--- src/rtl/macc_pkg.sv ---
package macc_pkg;

    typedef enum logic [3:0] {
        OP_MAC_C    = 4'd0,
        OP_MSUB_C   = 4'd1,
        OP_MAC_CAS  = 4'd2,
        OP_MSUB_CAS = 4'd3,
        OP_DMUL_C   = 4'd4,
        OP_ACC      = 4'd5,
        OP_WADD     = 4'd6,
        OP_WSUB     = 4'd7,
        OP_AND      = 4'd8,
        OP_OR       = 4'd9,
        OP_XOR      = 4'd10,
        OP_NAND     = 4'd11,
        OP_NOR      = 4'd12,
        OP_XNOR     = 4'd13,
        OP_NOT      = 4'd14,
        OP_CLR      = 4'd15
    } macc_op_e;

    function automatic logic op_uses_cascade(input macc_op_e op);
        return (op == OP_MAC_CAS) || (op == OP_MSUB_CAS);
    endfunction

    function automatic logic op_pre_sub(input macc_op_e op);
        return (op == OP_MSUB_C) || (op == OP_MSUB_CAS);
    endfunction

endpackage

--- src/rtl/macc_front.sv ---
module macc_front
    import macc_pkg::*;
#(
    parameter int A_W = 30,
    parameter int B_W = 18,
    parameter int D_W = 27,
    parameter int P_W = 48
) (
    input  logic           clk,
    input  logic           rst,
    input  logic           in_valid,
    input  logic [3:0]     opmode,
    input  logic [A_W-1:0] a_in,
    input  logic [B_W-1:0] b_in,
    input  logic [P_W-1:0] c_in,
    input  logic [D_W-1:0] d_in,
    input  logic [P_W-1:0] pcin,
    output logic [A_W-1:0] acout,
    output logic [B_W-1:0] bcout,
    output logic [D_W-1:0] pre_q,
    output logic [B_W-1:0] b_q,
    output logic [P_W-1:0] x_q,
    output logic [P_W-1:0] z_q,
    output macc_op_e       op_q,
    output logic           v_q
);
    // stage 1: input registers
    logic [A_W-1:0] a1;
    logic [B_W-1:0] b1;
    logic [P_W-1:0] c1, pc1;
    logic [D_W-1:0] d1;
    macc_op_e       op1;
    logic           v1;
    logic           armed;

    always_ff @(posedge clk) begin
        if (rst) begin
            a1 <= '0; b1 <= '0; c1 <= '0; d1 <= '0; pc1 <= '0;
            op1 <= OP_MAC_C; v1 <= 1'b0; armed <= 1'b0;
        end else begin
            a1 <= a_in; b1 <= b_in; c1 <= c_in; d1 <= d_in; pc1 <= pcin;
            op1 <= macc_op_e'(opmode); v1 <= in_valid; armed <= 1'b1;
        end
    end

    assign acout = a1;
    assign bcout = b1;

    // stage 2: pre-adder, operand selection
    logic [D_W-1:0] pre_d;
    logic [P_W-1:0] z_d;

    always_comb begin
        if (op1 == OP_DMUL_C)
            pre_d = d1;
        else if (op_pre_sub(op1))
            pre_d = d1 - a1[D_W-1:0];
        else
            pre_d = d1 + a1[D_W-1:0];
        z_d = op_uses_cascade(op1) ? pc1 : c1;
    end

    always_ff @(posedge clk) begin
        if (rst) begin
            pre_q <= '0; b_q <= '0; x_q <= '0; z_q <= '0;
            op_q <= OP_MAC_C; v_q <= 1'b0;
        end else begin
            pre_q <= pre_d; b_q <= b1; x_q <= {a1, b1}; z_q <= z_d;
            op_q <= op1; v_q <= v1;
        end
    end

    p_acout_delay_r11: assert property (@(posedge clk) disable iff (rst)
        armed |-> (acout == $past(a_in)));
    p_bcout_delay_r11: assert property (@(posedge clk) disable iff (rst)
        armed |-> (bcout == $past(b_in)));
    p_cas_select_r4: assert property (@(posedge clk) disable iff (rst)
        (armed && (op1 == OP_MAC_CAS)) |=> (z_q == $past(pcin, 2)));

endmodule

--- src/rtl/macc_mult.sv ---
module macc_mult
    import macc_pkg::*;
#(
    parameter int B_W = 18,
    parameter int D_W = 27,
    parameter int P_W = 48
) (
    input  logic           clk,
    input  logic           rst,
    input  logic [D_W-1:0] pre_in,
    input  logic [B_W-1:0] b_in,
    input  logic [P_W-1:0] x_in,
    input  logic [P_W-1:0] z_in,
    input  macc_op_e       op_in,
    input  logic           v_in,
    output logic [P_W-1:0] prod_q,
    output logic [P_W-1:0] x_q,
    output logic [P_W-1:0] z_q,
    output macc_op_e       op_q,
    output logic           v_q
);
    localparam int M_W = D_W + B_W;

    logic signed [M_W-1:0] prod_full;
    assign prod_full = $signed(pre_in) * $signed(b_in);

    always_ff @(posedge clk) begin
        if (rst) begin
            prod_q <= '0; x_q <= '0; z_q <= '0; op_q <= OP_MAC_C; v_q <= 1'b0;
        end else begin
            prod_q <= {{(P_W-M_W){prod_full[M_W-1]}}, prod_full};
            x_q <= x_in; z_q <= z_in; op_q <= op_in; v_q <= v_in;
        end
    end

    p_zero_operand_r2: assert property (@(posedge clk) disable iff (rst)
        ((b_in == '0) || (pre_in == '0)) |=> (prod_q == '0));

endmodule

--- src/rtl/macc_back.sv ---
module macc_back
    import macc_pkg::*;
#(
    parameter int P_W = 48
) (
    input  logic           clk,
    input  logic           rst,
    input  logic [P_W-1:0] prod_in,
    input  logic [P_W-1:0] x_in,
    input  logic [P_W-1:0] z_in,
    input  macc_op_e       op_in,
    input  logic           v_in,
    output logic [P_W-1:0] p_q,
    output logic           v_q
);
    logic [P_W-1:0] p_d;

    always_comb begin
        unique case (op_in)
            OP_MAC_C, OP_MSUB_C,
            OP_MAC_CAS, OP_MSUB_CAS,
            OP_DMUL_C: p_d = prod_in + z_in;
            OP_ACC:    p_d = p_q + prod_in;
            OP_WADD:   p_d = z_in + x_in;
            OP_WSUB:   p_d = z_in - x_in;
            OP_AND:    p_d = x_in & z_in;
            OP_OR:     p_d = x_in | z_in;
            OP_XOR:    p_d = x_in ^ z_in;
            OP_NAND:   p_d = ~(x_in & z_in);
            OP_NOR:    p_d = ~(x_in | z_in);
            OP_XNOR:   p_d = ~(x_in ^ z_in);
            OP_NOT:    p_d = ~x_in;
            OP_CLR:    p_d = '0;
        endcase
    end

    always_ff @(posedge clk) begin
        if (rst) begin
            p_q <= '0;
            v_q <= 1'b0;
        end else begin
            v_q <= v_in;
            if (v_in) p_q <= p_d;
        end
    end

    p_hold_idle_r5: assert property (@(posedge clk) disable iff (rst)
        !v_in |=> $stable(p_q));
    p_reset_clear_r9: assert property (@(posedge clk)
        rst |=> ((p_q == '0) && !v_q));
    p_clear_op_r10: assert property (@(posedge clk) disable iff (rst)
        (v_in && (op_in == OP_CLR)) |=> (p_q == '0));

endmodule

--- src/rtl/macc_patdet.sv ---
module macc_patdet #(
    parameter int P_W = 48
) (
    input  logic [P_W-1:0] p_in,
    input  logic [P_W-1:0] pattern,
    input  logic [P_W-1:0] mask,
    output logic           hit,
    output logic           hit_b
);
    always_comb begin
        hit   = ((p_in ^  pattern) & ~mask) == '0;
        hit_b = ((p_in ^ ~pattern) & ~mask) == '0;
        if (mask == '0) begin
            p_excl_hits_r8: assert (!(hit && hit_b));
        end
    end

endmodule

--- src/rtl/macc_slice.sv ---
module macc_slice
    import macc_pkg::*;
#(
    parameter int A_W = 30,
    parameter int B_W = 18,
    parameter int D_W = 27,
    parameter int P_W = 48
) (
    input  logic           clk,
    input  logic           rst,
    input  logic           in_valid,
    input  logic [3:0]     opmode,
    input  logic [A_W-1:0] a_in,
    input  logic [B_W-1:0] b_in,
    input  logic [P_W-1:0] c_in,
    input  logic [D_W-1:0] d_in,
    input  logic [P_W-1:0] pcin,
    input  logic [P_W-1:0] pattern,
    input  logic [P_W-1:0] mask,
    output logic           out_valid,
    output logic [P_W-1:0] p_out,
    output logic [P_W-1:0] pcout,
    output logic [A_W-1:0] acout,
    output logic [B_W-1:0] bcout,
    output logic           pat_hit,
    output logic           patb_hit
);
    localparam int LATENCY = 4;

    logic [D_W-1:0] pre2;
    logic [B_W-1:0] b2;
    logic [P_W-1:0] x2, z2, x3, z3, prod3;
    macc_op_e       op2, op3;
    logic           v2, v3;

    macc_front #(.A_W(A_W), .B_W(B_W), .D_W(D_W), .P_W(P_W)) u_front (
        .clk(clk), .rst(rst), .in_valid(in_valid), .opmode(opmode),
        .a_in(a_in), .b_in(b_in), .c_in(c_in), .d_in(d_in), .pcin(pcin),
        .acout(acout), .bcout(bcout), .pre_q(pre2), .b_q(b2),
        .x_q(x2), .z_q(z2), .op_q(op2), .v_q(v2)
    );

    macc_mult #(.B_W(B_W), .D_W(D_W), .P_W(P_W)) u_mult (
        .clk(clk), .rst(rst), .pre_in(pre2), .b_in(b2), .x_in(x2), .z_in(z2),
        .op_in(op2), .v_in(v2), .prod_q(prod3), .x_q(x3), .z_q(z3),
        .op_q(op3), .v_q(v3)
    );

    macc_back #(.P_W(P_W)) u_back (
        .clk(clk), .rst(rst), .prod_in(prod3), .x_in(x3), .z_in(z3),
        .op_in(op3), .v_in(v3), .p_q(p_out), .v_q(out_valid)
    );

    macc_patdet #(.P_W(P_W)) u_patdet (
        .p_in(p_out), .pattern(pattern), .mask(mask),
        .hit(pat_hit), .hit_b(patb_hit)
    );

    assign pcout = p_out;

    // cycles since reset, saturating, for the latency check
    logic [2:0] since_rst;
    always_ff @(posedge clk) begin
        if (rst)
            since_rst <= '0;
        else if (since_rst != 3'(LATENCY))
            since_rst <= since_rst + 3'd1;
    end

    p_latency_r1: assert property (@(posedge clk) disable iff (rst)
        (since_rst == 3'(LATENCY)) |-> (out_valid == $past(in_valid, 4)));
    p_cascade_out_r4: assert property (@(posedge clk) disable iff (rst)
        pcout == p_out);

endmodule

--- config.mk ---
export PLATFORM = sky130hd
export DESIGN_NAME = macc_slice
export DESIGN_NICKNAME = d
export VERILOG_FILES = /design/src/rtl/macc_pkg.sv /design/src/rtl/macc_front.sv /design/src/rtl/macc_mult.sv /design/src/rtl/macc_back.sv /design/src/rtl/macc_patdet.sv /design/src/rtl/macc_slice.sv
export SDC_FILE = /design/constraint.sdc
export NUM_CORES = 2
export LEC_CHECK = 0
export CORE_MARGIN = 2
export CORE_UTILIZATION = 31
export DETAILED_ROUTE_END_ITERATION = 8
export DONT_BUFFER_PORTS = 1
export PLACE_DENSITY_LB_ADDON = 0.3
export SETUP_SLACK_MARGIN = 0.02
export SLEW_MARGIN = 5
export SYNTH_ARGS = -nofsm -noshare
export SYNTH_HDL_FRONTEND = slang
export SYNTH_SLANG_ARGS = --single-unit
--- constraint.sdc ---
create_clock -name clk -period 6.1 [get_ports clk]
set_input_delay 0.61 -clock clk [delete_from_list [all_inputs] [get_ports clk]]
set_output_delay 0.61 -clock clk [all_outputs]
set_load 0.1 [all_outputs]
==> flow_summary.ini <==
[outcome]
status = complete, but fails checks
failed_checks = setup timing

[logic_synthesis]
synth.distinct_cells = 78
syn_area_per_cell_um2 = 8.433
async_reset_ff_frac = 0
synth_area_leaders = dfxtp_1, fa_1, ha_1, inv_1, nand2_1
synth_top_area_frac = 0.2163
synth-seq-area-share = 0.2163
ys.warnings.count = 0
synth_top_cell_by_area = dfxtp_1
synth_nets = 6556
synth.most_common_cell = inv_1
postSynthCellCount = 5476
ys_ff_latch = 499
synth_flop_cell = dfxtp_1
synth_top_cells_by_count = inv_1, nand2_1, dfxtp_1, fa_1, nor2b_1
synth-edff-count = 0
syn_area_um2 = 46180

[timing]
skew_ns = 0.05806
finalHoldViolations = 0
setup_viol_count_final = 10
setup_tns_ns = -0.9354
finalCriticalPeriod_ns = 6.276
rsz0062_at_grt = yes
final.period_utilization = 1.029
worst_slew_pin_slew_ns = 1.161
fmax_mhz = 159.3
relSlewSlack = 0.2257
slew_violations = 0
worst_slack_ns = -0.1756

[clock_network]
cts.reportedPaths.clkPinSlew_ns = 0.07
cts_buffers = 55
cts_tree = done
clk_path_buf_depth = 3
worstSkewPairLatency_ns = 0.68
htree_levels = 2
cts-root-buf = clkbuf_16
clock_sinks = 499

[setup_path]
crit_chain = and2_4 -> fa_1 -> inv_2 -> fa_1 -> fa_1 -> inv_2 -> fa_1 -> fa_1 -> inv_2 -> fa_1 -> inv_2 -> ha_4 -> nand2_2 -> a21oi_2 -> o41ai_2 -> a311oi_1 -> buf_4 -> a31oi_1 -> buf_4 -> o31ai_4 -> a41oi_4 -> o21ai_4 -> a221oi_2 -> mux2_2
critPathKind = flip-flop to flip-flop
end_kind = flip-flop
r2r_slack_ns = -0.18
crit_top_cell = fa_1
slowest_delay_ns = 0.55
crit_path_max_fanout = 6
timing.rr.start = u_front.pre_q[8]
r2r_end = u_mult.prod_q[43]
crit_slowest_cell = fa_1
start_kind = flip-flop
ff2ff_path_depth = 24
crit_required_ns = 6.66
crit_arrival_ns = 6.83

[floorplanning]
die-area_um2 = 152100
die_h_um = 390.0
rows = 141
core_area_um2 = 147800
num_io_pins = 421
die_w_um = 390.0
start_util = 0.3124

[pwr]
ir_drop_mv = 0.2659
p_total_mw = 13.80
p_per_area_nw_per_um2 = 256.6
p_leak_nw = 23.81

[min_path]
holdPathStages = 1
min_from = a_in[0]
hold_path_end = u_front.acout[0]
hold_path.class = input pin to flip-flop

[global_route]
antenna_found_initial = 5
grt_max_degree = 509
grt_pass1_wl_um = 240000
track_usage = 0.2065
overflow = 0
grt_pass1_vias = 38045

[placement]
portBuffers = 0
gp_congestion = 0.9069
place_ws_ns = -0.6432
hpwl_um = 128900

[route]
ant_nets = 0
viasPerCell = 5.043
routed_wl_um = 161700
drt-pass1-iter-count = 5
vias = 38317
drt_iter0_drc = 2883
drc = 0
routedWlPerCell_um = 21.28

[flow_run]
maxCapViolCount = 0

[layout]
synthToLayoutAreaGrowth_pct = 16.44
drive_above_1_share = 0.1368
fin_nets = 6701
-- power breakdown --
part	internal, mW	leakage [nW]	total (mW)	switching, mW
Clock	2.06	0.943	3.59	1.53
Combinational	2.52	18.7	6.07	3.55
Sequential	3.53	4.15	4.14	0.604
Total	8.12	23.8	13.8	5.68
-- cell usage in the layout (no fill, tap or decap), types with 18 or more instances in the layout --
cell type / count
a211oi_1: 50
a21o_1: 99
xnor2_1: 209
and2_1: 183
a21oi_1: 310
o22ai_1: 75
buf_12: 26
a31oi_1: 27
buf_4: 334
nor4_1: 28
o21bai_1: 25
nand2b_1: 79
nor2_1: 273
xor2_1: 70
dfxtp_1: 412
a221oi_1: 19
nor2b_1: 354
inv_2: 22
nand3_1: 50
nor3_1: 75
dfxtp_2: 66
buf_6: 35
inv_1: 639
o21ai_0: 184
o21a_1: 18
fa_1: 450
nand4_1: 46
ha_1: 315
mux2i_1: 65
fa_2: 26
nand2_1: 596
dfxtp_4: 21
or3_1: 25
o2111ai_1: 23
clkbuf_16: 58
a311oi_1: 19
and3_1: 19
-- worst max path at each step --
| stage | slack [ns] | to | startpoint | cells past startpoint |
|---|---|---|---|---|
| 4_1_cts | -0.24 | u_mult.prod_q[43] | u_front.pre_q[9] | 22 |
| 6_report | -0.18 | u_mult.prod_q[43] | u_front.pre_q[8] | 24 |
| 3_5_place_dp | -0.64 | u_mult.prod_q[43] | u_front.pre_q[10] | 24 |
| 2_1_floorplan | 0.005 | u_mult.prod_q[43] | u_front.x_q[13] | 23 |
| 5_1_grt | -0.39 | u_mult.prod_q[43] | u_front.x_q[0] | 26 |
| 3_3_place_gp | -0.58 | u_mult.prod_q[36] | u_front.x_q[13] | 25 |
-- sequential cells by signal, indices dropped and copies added, names as in the netlist, 45 cells and up --
name and cells:
u_back.p_q 48, u_front.pc1 48, u_mult.x_q 48, u_front.z_q 48
u_front.x_q 48, u_mult.prod_q 45, u_mult.z_q 48, u_front.c1 48
-- final cells by class --
class | instances | area, um2
repair buffers | 415 | 3752
clock buffers | 68 | 1485
multi-input cells | 3986 | 33010
inverters | 664 | 2500
flip-flops and latches | 499 | 10150
clock inverters | 34 | 454.2
fillers | 15144 | 94070
diodes | 2 | 5.005
well taps | 1930 | 2415
-- per-stage QoR --
stage	hold WS, ns	utilization	instance area (um2)	cells
floorplan	0.4138	-	46330	5476
global placement	0.4192	0.3400	50260	7429
detailed placement	0.4243	0.3400	50260	7429
CTS	0.0001454	0.3588	53040	7562
global route	0.01702	0.3637	53770	7598
finish	0.05883	0.3637	53770	7598
-- worst max-delay path: cells and delay by family (launching register included) --
family | cells | cell delay [ns]
AOI/OAI and AO/OA | 8 | 1.37
DFF | 1 | 0.38
and+or+nand+nor | 2 | 0.22
buffers and inverters | 6 | 0.51
adders and majority gates | 7 | 3.38
muxes | 1 | 0.27
-- per-layer routing --
layer  wire length [um]  GRT usage
met1              72940     0.2843
met5                  0          0
met2              74320     0.3419
met3              10490    0.02915
met4               3961    0.04563
-- timing repair --
| action | 4_1_cts | 5_1_grt |
|---|---|---|
| endpoints found under the setup margin | 22 | 25 |
| resized for setup | 155 | 141 |
| setup buffers | 29 | 38 |
| endpoints found under the hold margin | 2 | 0 |
| pin swaps | 88 | 107 |
| cloned | 2 | 2 |
| hold buffers | 1 | 0 |
-- logic make-up after synthesis --
logic type | share of synthesized area
adder cells (fa/ha/maj) | 0.2958
flip-flops | 0.2163
AO/OA/AOI/OAI | 0.1329
multiplexers | 0.01555
AND/OR/NAND/NOR | 0.2009
XOR/XNOR | 0.05405
buffers and inverters | 0.08448
Power figures use the tool's default switching activity.
